--- src/rtl/bw2bcd_pkg.sv ---
package bw2bcd_pkg;

    typedef enum logic [1:0] {
        S_IDLE = 2'd0,
        S_SCAN = 2'd1,
        S_DONE = 2'd2
    } bw_state_e;

    // Number of decimal digits needed for the largest value of a width.
    function automatic int digits_for(input int width);
        longint m;
        int     n;
        m = (longint'(1) << width) - 1;
        n = 0;
        for (int k = 0; k < 20; k++) begin
            if (m > 0) begin
                n++;
                m = m / 10;
            end
        end
        if (n == 0) n = 1;
        return n;
    endfunction

    // Decimal digit dig_i of the value 2**bit_i.
    function automatic logic [3:0] weight_digit(input int bit_i, input int dig_i);
        longint v;
        v = longint'(1) << bit_i;
        for (int k = 0; k < 20; k++) begin
            if (k < dig_i) v = v / 10;
        end
        return 4'(v % 10);
    endfunction

endpackage

--- src/rtl/bw_weight_rom.sv ---
module bw_weight_rom
    import bw2bcd_pkg::*;
#(
    parameter int DATA_W = 8,
    parameter int NDIG   = 3,
    parameter int IDX_W  = 3
) (
    input  logic [IDX_W-1:0]  idx,
    output logic [4*NDIG-1:0] weight
);

    logic [DATA_W-1:0][4*NDIG-1:0] table_w;

    for (genvar b = 0; b < DATA_W; b++) begin : g_bit
        for (genvar d = 0; d < NDIG; d++) begin : g_dig
            assign table_w[b][4*d +: 4] = weight_digit(b, d);
        end
    end

    assign weight = table_w[idx];

endmodule

--- src/rtl/bw_digit_add.sv ---
module bw_digit_add (
    input  logic [3:0] a,
    input  logic [3:0] b,
    input  logic       cin,
    output logic [3:0] sum,
    output logic       cout
);

    logic [4:0] raw;

    always_comb begin
        raw  = 5'(a) + 5'(b) + 5'(cin);
        cout = (raw > 5'd9);
        sum  = cout ? 4'(raw - 5'd10) : raw[3:0];
    end

endmodule

--- src/rtl/bw2bcd.sv ---
module bw2bcd
    import bw2bcd_pkg::*;
#(
    parameter int DATA_W = 8,
    localparam int NDIG  = digits_for(DATA_W),
    localparam int BCD_W = 4 * NDIG
) (
    input  logic              clk,
    input  logic              rst_n,
    input  logic              start,
    input  logic [DATA_W-1:0] operand,
    output logic              done,
    output logic [BCD_W-1:0]  bcd
);

    localparam int IDX_W = (DATA_W > 1) ? $clog2(DATA_W) : 1;
    localparam logic [IDX_W-1:0] IDX_TOP = IDX_W'(DATA_W - 1);

    bw_state_e         state_q, state_d;
    logic [IDX_W-1:0]  idx_q;
    logic [DATA_W-1:0] opnd_q;
    logic [BCD_W-1:0]  acc_q;
    logic [BCD_W-1:0]  weight;
    logic [BCD_W-1:0]  sum_w;
    logic [NDIG:0]     carry;
    logic              bit_set;
    logic              accept;

    bw_weight_rom #(
        .DATA_W (DATA_W),
        .NDIG   (NDIG),
        .IDX_W  (IDX_W)
    ) u_rom (
        .idx    (idx_q),
        .weight (weight)
    );

    assign carry[0] = 1'b0;

    for (genvar d = 0; d < NDIG; d++) begin : g_add
        bw_digit_add u_dig (
            .a    (acc_q[4*d +: 4]),
            .b    (weight[4*d +: 4]),
            .cin  (carry[d]),
            .sum  (sum_w[4*d +: 4]),
            .cout (carry[d+1])
        );
    end

    assign bit_set = opnd_q[idx_q];
    assign accept  = start && (state_q != S_SCAN);

    // Next-state logic
    always_comb begin
        state_d = state_q;
        unique case (state_q)
            S_IDLE: if (start) state_d = S_SCAN;
            S_SCAN: if (idx_q == '0) state_d = S_DONE;
            S_DONE: if (start) state_d = S_SCAN;
            default: state_d = S_IDLE;
        endcase
    end

    // State register
    always_ff @(posedge clk or negedge rst_n) begin
        if (!rst_n) state_q <= S_IDLE;
        else        state_q <= state_d;
    end

    // Datapath registers
    always_ff @(posedge clk or negedge rst_n) begin
        if (!rst_n) begin
            idx_q  <= IDX_TOP;
            opnd_q <= '0;
            acc_q  <= '0;
        end else if (accept) begin
            idx_q  <= IDX_TOP;
            opnd_q <= operand;
            acc_q  <= '0;
        end else if (state_q == S_SCAN) begin
            if (bit_set) acc_q <= sum_w;
            if (idx_q != '0) idx_q <= idx_q - 1'b1;
        end
    end

    // Outputs
    always_comb begin
        done = (state_q == S_DONE);
        bcd  = acc_q;
    end

    // Assertions
    a_r2_start_clears: assert property (@(posedge clk) disable iff (!rst_n)
        accept |=> (!done && acc_q == '0 && state_q == S_SCAN));

    a_r4_done_after_last: assert property (@(posedge clk) disable iff (!rst_n)
        (state_q == S_SCAN && idx_q == '0) |=> done);

    a_r5_hold_result: assert property (@(posedge clk) disable iff (!rst_n)
        (state_q == S_DONE && !start) |=> (done && $stable(bcd)));

    a_r6_scan_locked: assert property (@(posedge clk) disable iff (!rst_n)
        (state_q == S_SCAN && idx_q != '0) |=> ($stable(opnd_q) && state_q == S_SCAN));

    a_r8_clear_bit_skips: assert property (@(posedge clk) disable iff (!rst_n)
        (state_q == S_SCAN && !bit_set) |=> $stable(acc_q));

    a_r10_no_overflow: assert property (@(posedge clk) disable iff (!rst_n)
        (state_q == S_SCAN && bit_set) |-> !carry[NDIG]);

    for (genvar d = 0; d < NDIG; d++) begin : g_chk
        a_r7_digit_range: assert property (@(posedge clk) disable iff (!rst_n)
            acc_q[4*d +: 4] <= 4'd9);
    end

endmodule

--- config.mk ---
export PLATFORM = sky130hd
export DESIGN_NAME = bw2bcd
export DESIGN_NICKNAME = d
export VERILOG_FILES = /design/src/rtl/bw2bcd_pkg.sv /design/src/rtl/bw_weight_rom.sv /design/src/rtl/bw_digit_add.sv /design/src/rtl/bw2bcd.sv
export SDC_FILE = /design/constraint.sdc
export NUM_CORES = 1
export LEC_CHECK = 0
export ABC_AREA = 1
export ABC_CLOCK_PERIOD_IN_PS = 5500
export BUFFER_PORTS_ARGS = -buffer_cell sky130_fd_sc_hd__clkbuf_2
export CAP_MARGIN = 5
export CORE_UTILIZATION = 57
export DETAILED_ROUTE_END_ITERATION = 10
export GPL_TIMING_DRIVEN = 1
export HOLD_SLACK_MARGIN = 0.08
export PLACE_DENSITY = 0.78
export RECOVER_POWER = 50
export SKIP_CTS_REPAIR_TIMING = 1
export SYNTH_ARGS = -nofsm -noshare
export SYNTH_HDL_FRONTEND = slang
export SYNTH_SLANG_ARGS = --single-unit
--- constraint.sdc ---
create_clock -name clk -period 5.5 [get_ports clk]
set_input_delay 0.55 -clock clk [delete_from_list [all_inputs] [get_ports clk]]
set_output_delay 0.55 -clock clk [all_outputs]
set_load 0.03 [all_outputs]
==> Word level (Yosys, flattened, before mapping) <==
Memory sizes are Yosys's and may differ from the RTL's.
Cells that the tools add are included.
Widths: inputs -> output; s select.
{ "word_totals": {"register_bits": 25, "romBits": 96, "out_inout_bits": 13, "mem_count": 1} }
{ "memory_table": {"columns": ["memory", "words", "width", "rd", "rd_clocked_by_memory_dff", "wr", "line", "text"], "rows": [
  ["(no name shown)", 8, 12, 1, 0, 0, "bw_weight_rom.sv:20", "assign weight = table_w[idx];"]
]} }
{ "op_classes": {"add_sub_neg": 9, "n_lt_le_gt_ge": 4, "eq_ne": 5, "mux": 15, "reduce_logical": 11} }
{ "op_table": {"columns": ["operator", "count"], "rows": [
  ["$mux 12", 4],
  ["$add 4x4->5", 3],
  ["$gt 5x4->1 const B", 3],
  ["$mux 4", 3],
  ["$sub 4x4->4 const B", 3],
  ["$add 5x1->5", 2],
  ["$mux 3", 3],
  ["$reduce_and 2->1", 3],
  ["$reduce_bool 2->1", 3],
  ["$lt 3x4->1 const B", 1],
  ["$mux 2", 2],
  ["$ne 2x1->1 const B", 2],
  ["$pmux 2 s2", 1],
  ["$bmux 1 s3", 1],
  ["$logic_not 3->1", 1],
  ["$reduce_bool 3->1", 1],
  ["$sub 3x1->3 const B", 1],
  ["$eq 2x1->1 const B", 1],
  ["$eq 2x2->1 const B", 1],
  ["$logic_not 2->1", 1],
  ["$ne 2x2->1 const B", 1],
  ["$reduce_or 2->1", 1],
  ["$logic_and 1x1->1", 1],
  ["$mux 1", 1]
]} }

==> Depth between registers and ports, before layout <==
{ "logic_depth": {"word_depth": 12, "mapped_depth": 32, "depth_no_buf": 32} }

==> Hierarchy <==
A second synthesis with hierarchy kept.
{ "hier_totals": {"hier_cells": 295, "hier_area_um2": 2237.1} }
{ "by_module_without_submodules": {"columns": ["mod", "instances", "cells_each", "area_per_inst_um2"], "rows": [
  ["bw2bcd", 1, 133, 1239.9],
  ["bw_digit_add", 3, 47, 300.3],
  ["bw_weight_rom", 1, 21, 96.3]
]} }

==> Worst setup path after synthesis <==
OpenSTA, ideal clock, no wires.
{ "synth_timing": {"kind": "register to register", "start": "register idx_q[0]", "end": "register acc_q[11], in the netlist bcd[11]", "setup_time_ns": 0.117, "arrival_time_ns": 4.916, "required_time_ns": 5.383, "setup_slack_ns": 0.467, "path_stages_with_launch": 32, "synth_period_minus_slack_ns": 5.033, "path_cell_list": "dfstp_2 > inv_2 > ha_1 > inv_1 > nor2_1 > ha_1 > fa_1 > inv_1 > nand3_1 > inv_1 > o21ai_0 > inv_1 > fa_1 > inv_1 > fa_1 > inv_1 > ha_1 > inv_1 > nand2_1 > inv_1 > nand2_1 > nand2_1 > fa_1 > ha_1 > xnor2_1 > ha_1 > nand2_1 > nand3_1 > nand2_1 > nand3b_1 > nand2_1 > nand2_1"} }
{ "synth_via": {"elab_chain_len": 12, "elab_cells_between_ends": 19, "cone_classes": "6 x add/sub; 3 x order compare; 7 x mux; 2 x reduce/logical; 1 x memory"} }
{ "synth_lines": {"columns": ["item", "line", "text"], "rows": [
  ["start, declared", "bw2bcd.sv:20", "logic [IDX_W-1:0] idx_q;"],
  ["start signal, assigned", "bw2bcd.sv:82", "if (idx_q != '0) idx_q <= idx_q - 1'b1;"],
  ["$mem_v2 8x12", null, null],
  ["$mux 12 (implied by the code)", "bw_weight_rom.sv:20", null],
  ["$add 4x4->5", "bw_digit_add.sv:12", "raw = 5'(a) + 5'(b) + 5'(cin);"],
  ["$gt 5x4->1", "bw_digit_add.sv:13", "cout = (raw > 5'd9);"],
  ["$add 5x1->5", "bw_digit_add.sv:12", null],
  ["$gt 5x4->1", "bw_digit_add.sv:13", null],
  ["$add 5x1->5", "bw_digit_add.sv:12", null],
  ["$sub 4x4->4 / $gt 5x4->1 (equally long branches)", "bw_digit_add.sv:14, bw_digit_add.sv:13", null],
  ["$mux 4", "bw_digit_add.sv:14", "sum = cout ? 4'(raw - 5'd10) : raw[3:0];"],
  ["$mux 12", "bw2bcd.sv:81", "if (bit_set) acc_q <= sum_w;"],
  ["$mux 12", "bw2bcd.sv:80", "end else if (state_q == S_SCAN) begin"],
  ["$mux 12", "bw2bcd.sv:76", "end else if (accept) begin"],
  ["end signal, assigned", "bw2bcd.sv:81", null],
  ["end, declared", "bw2bcd.sv:22", "logic [BCD_W-1:0] acc_q;"]
]} }
Parallel ways exist; a longest one is shown, timed or not. The select of a mux whose other input is x is not followed.
A chain may end at the register's enable or synchronous reset.

==> Worst setup path in the final report <==
Same ends and word-level chain as after synthesis.

==> results.toml <==
[run_status]
status = "complete, no violations"

[routing]
drc = 0
wl_microns = 3490
vias_per_cell = 5.11
wl_per_cell_microns = 11.6
vias = 1534
initialDrtViolationCount = 59
first_pass_iters = 4
antenna_left = 0

[global_routing]
grtUsageTotal = 0.210
antenna_found_initial = 0
grt_pass1_vias = 1389
overflow = 0
grt_pass1_wl_microns = 5490
grt_max_degree = 26

[worst_setup_path]
crit_top_cell = "inv_1"
slowest_stage = "dfstp_2"
r2r-start = "idx_q[0]"
critPathRequiredTime_ps = 5730
reg2reg_to = "bcd[11]"
start_kind = "flip-flop"
rrSetupSlack_ps = 290
cp-end-kind = "flip-flop"
rr_worst_depth = 31
max_stage_delay_ps = 590
crit_start = "idx_q[0]"
crit_type = "flip-flop to flip-flop"
crit_fanout = 8
arrival_ps = 5440

[logic_synthesis]
synth.top_cell.area_share = 0.304
avgSynthCellArea_sq_um = 7.91
synthTopCellsByArea = "dfrtp_1 30%, ha_1 11%, nand2_1 11%, inv_1 7.7%, nand3_1 7.5%"
ys_ff_latch = 25
synth_flop_cell = "dfrtp_1"
synth.distinct_cells = 30
syn_nets = 260
syn_area_sq_mm = 0.00181
synth_warnings = 0
synth_seq_area_share = 0.348
synth_top_cell_by_area = "dfrtp_1"
syn_inst = 229
synth_edf_count = 0
synthArstFlopShare = 1.00

[layout]
area_delta_synth_final_pct = 12.7
final_layout_size_suffix_gt1_frac = 0.254
fin_nets = 288
multiInputGateArea_sq_mm = 0.00104
antenna_cells = 0
fill_cells = 261
seq_area_sq_um = 629
final_area_sq_mm = 0.00204

[hold_path]
hp-start = "operand[2]"
holdPathEnd = "opnd_q[2]"
hold_depth = 2
min_path_type = "input pin to flip-flop"

[timing]
fin_crit_ps = 5210
final_max_slew_viol_count = 0
relSlewSlack = 0.0987
worst_pin_slew_ps = 1350
post-route-period-util = 0.947
hold_violations = 0
worst_slack_ps = 290
max_freq_ghz = 0.192
skew_ps = 7.73
finalSetupViolations = 0
fin_setup_tns_ps = 0

[clock_tree]
cts.sinks = 25
clkLatencyLatePin_ps = 330
cts_tree = "built"
numCtsBuffers = 3
path_clk_slew_ps = 140
htreeDepth = 1
cts_root_buf = "clkbuf_4"
clockBufferDepth = 2

[floorplanning]
core_area_sq_mm = 0.00303
die_w_microns = 58.4
die_h_microns = 58.4
initial_core_util = 0.598
row_count = 20
ios = 24
die_area_sq_mm = 0.00341

[placement]
place_ws_ps = -18.4
place_area_sq_mm = 0.00197
port_buffers = 23
hpwl_microns = 2710
place_congestion = 0.921

[job]
maxCapViolCount = 0
[layout by cell type (no fill, tap or decap), drive strengths merged]
cell,count
clkinv,3
nand2,62
a21oi,9
nand3,30
nand4,1
nor2,18
buf,2
dfstp,3
nand3b,1
o22ai,2
o211ai,3
clkbuf,26
ha,16
dfrtp,22
xnor2,3
inv,39
a22o,1
o21ai,9
fa,4
mux2,2
[per-stage QoR]
stage,cells,utilization,hold slack [ps]
finish,300,0.674,443
global route,300,0.674,428
CTS,298,0.658,234
detailed placement,294,0.649,509
global placement,294,0.649,493
floorplan,229,-,254
[synth_stat cells, types with 2 or more instances]
library cell,number
nor2_1,17
dfrtp_1,22
mux2_2,2
o211ai_1,3
o21ai_0,7
fa_1,4
nand3_1,27
inv_1,37
dfstp_2,3
xnor2_2,2
o22ai_1,2
inv_2,2
nand3_2,2
nand2_1,51
nand2_2,10
a21oi_1,9
ha_1,16
[final cells by class]
type,instances,share of cell area
multi-input combinational,161,0.508
sequential,25,0.308
inverter,41,0.0797
timing repair buffer,25,0.0632
tap,44,0.0270
clock buffer,3,0.0110
clock inverter,1,0.00245
[flip-flops by register name, summed over array words and instances, names as in the netlist]
| register | count |
|---|---|
| opnd_q | 8 |
| state_q | 2 |
| idx_q | 3 |
| bcd | 12 |
[kinds of logic after synthesis]
family,synth area share
muxes,0.0124
DFF,0.348
and+or+nand+nor,0.288
buffers and inverters,0.0981
AOI/OAI and AO/OA,0.0760
xor gates and xnor gates,0.0228
adders and majority gates,0.155
[per-layer routing]
layer / global-route usage / wire length (microns) / up-vias
li1: - / - / 781
met5: 0 / 0 / -
met2: 0.355 / 1790 / 27
met3: 0.0374 / 87 / 5
met4: 0.105 / 40 / 0
met1: 0.258 / 1580 / 721
[worst max-delay path: cells and delay by family (launching register included)]
kind	cells	cell delay [ps]
adder cells (fa/ha/maj)	9	2810
AO/OA/AOI/OAI	1	140
AND/OR/NAND/NOR	11	910
flip-flops	1	590
buffers and inverters	10	670
[how the worst max path moves through the flow]
| stage | endpoint | slack, ps | cells after the start |
|---|---|---|---|
| after floorplan | bcd[11] | 470 | 31 |
| after global placement | bcd[11] | 170 | 31 |
| after CTS | bcd[9] | -50 | 31 |
| after global routing | bcd[11] | -20 | 31 |
| final | bcd[11] | 290 | 31 |
| after detailed placement | bcd[9] | -20 | 31 |
Power is left out: the tool's default activity adds up to more than one toggle a clock period on the data nets, which glitch-free logic cannot reach.
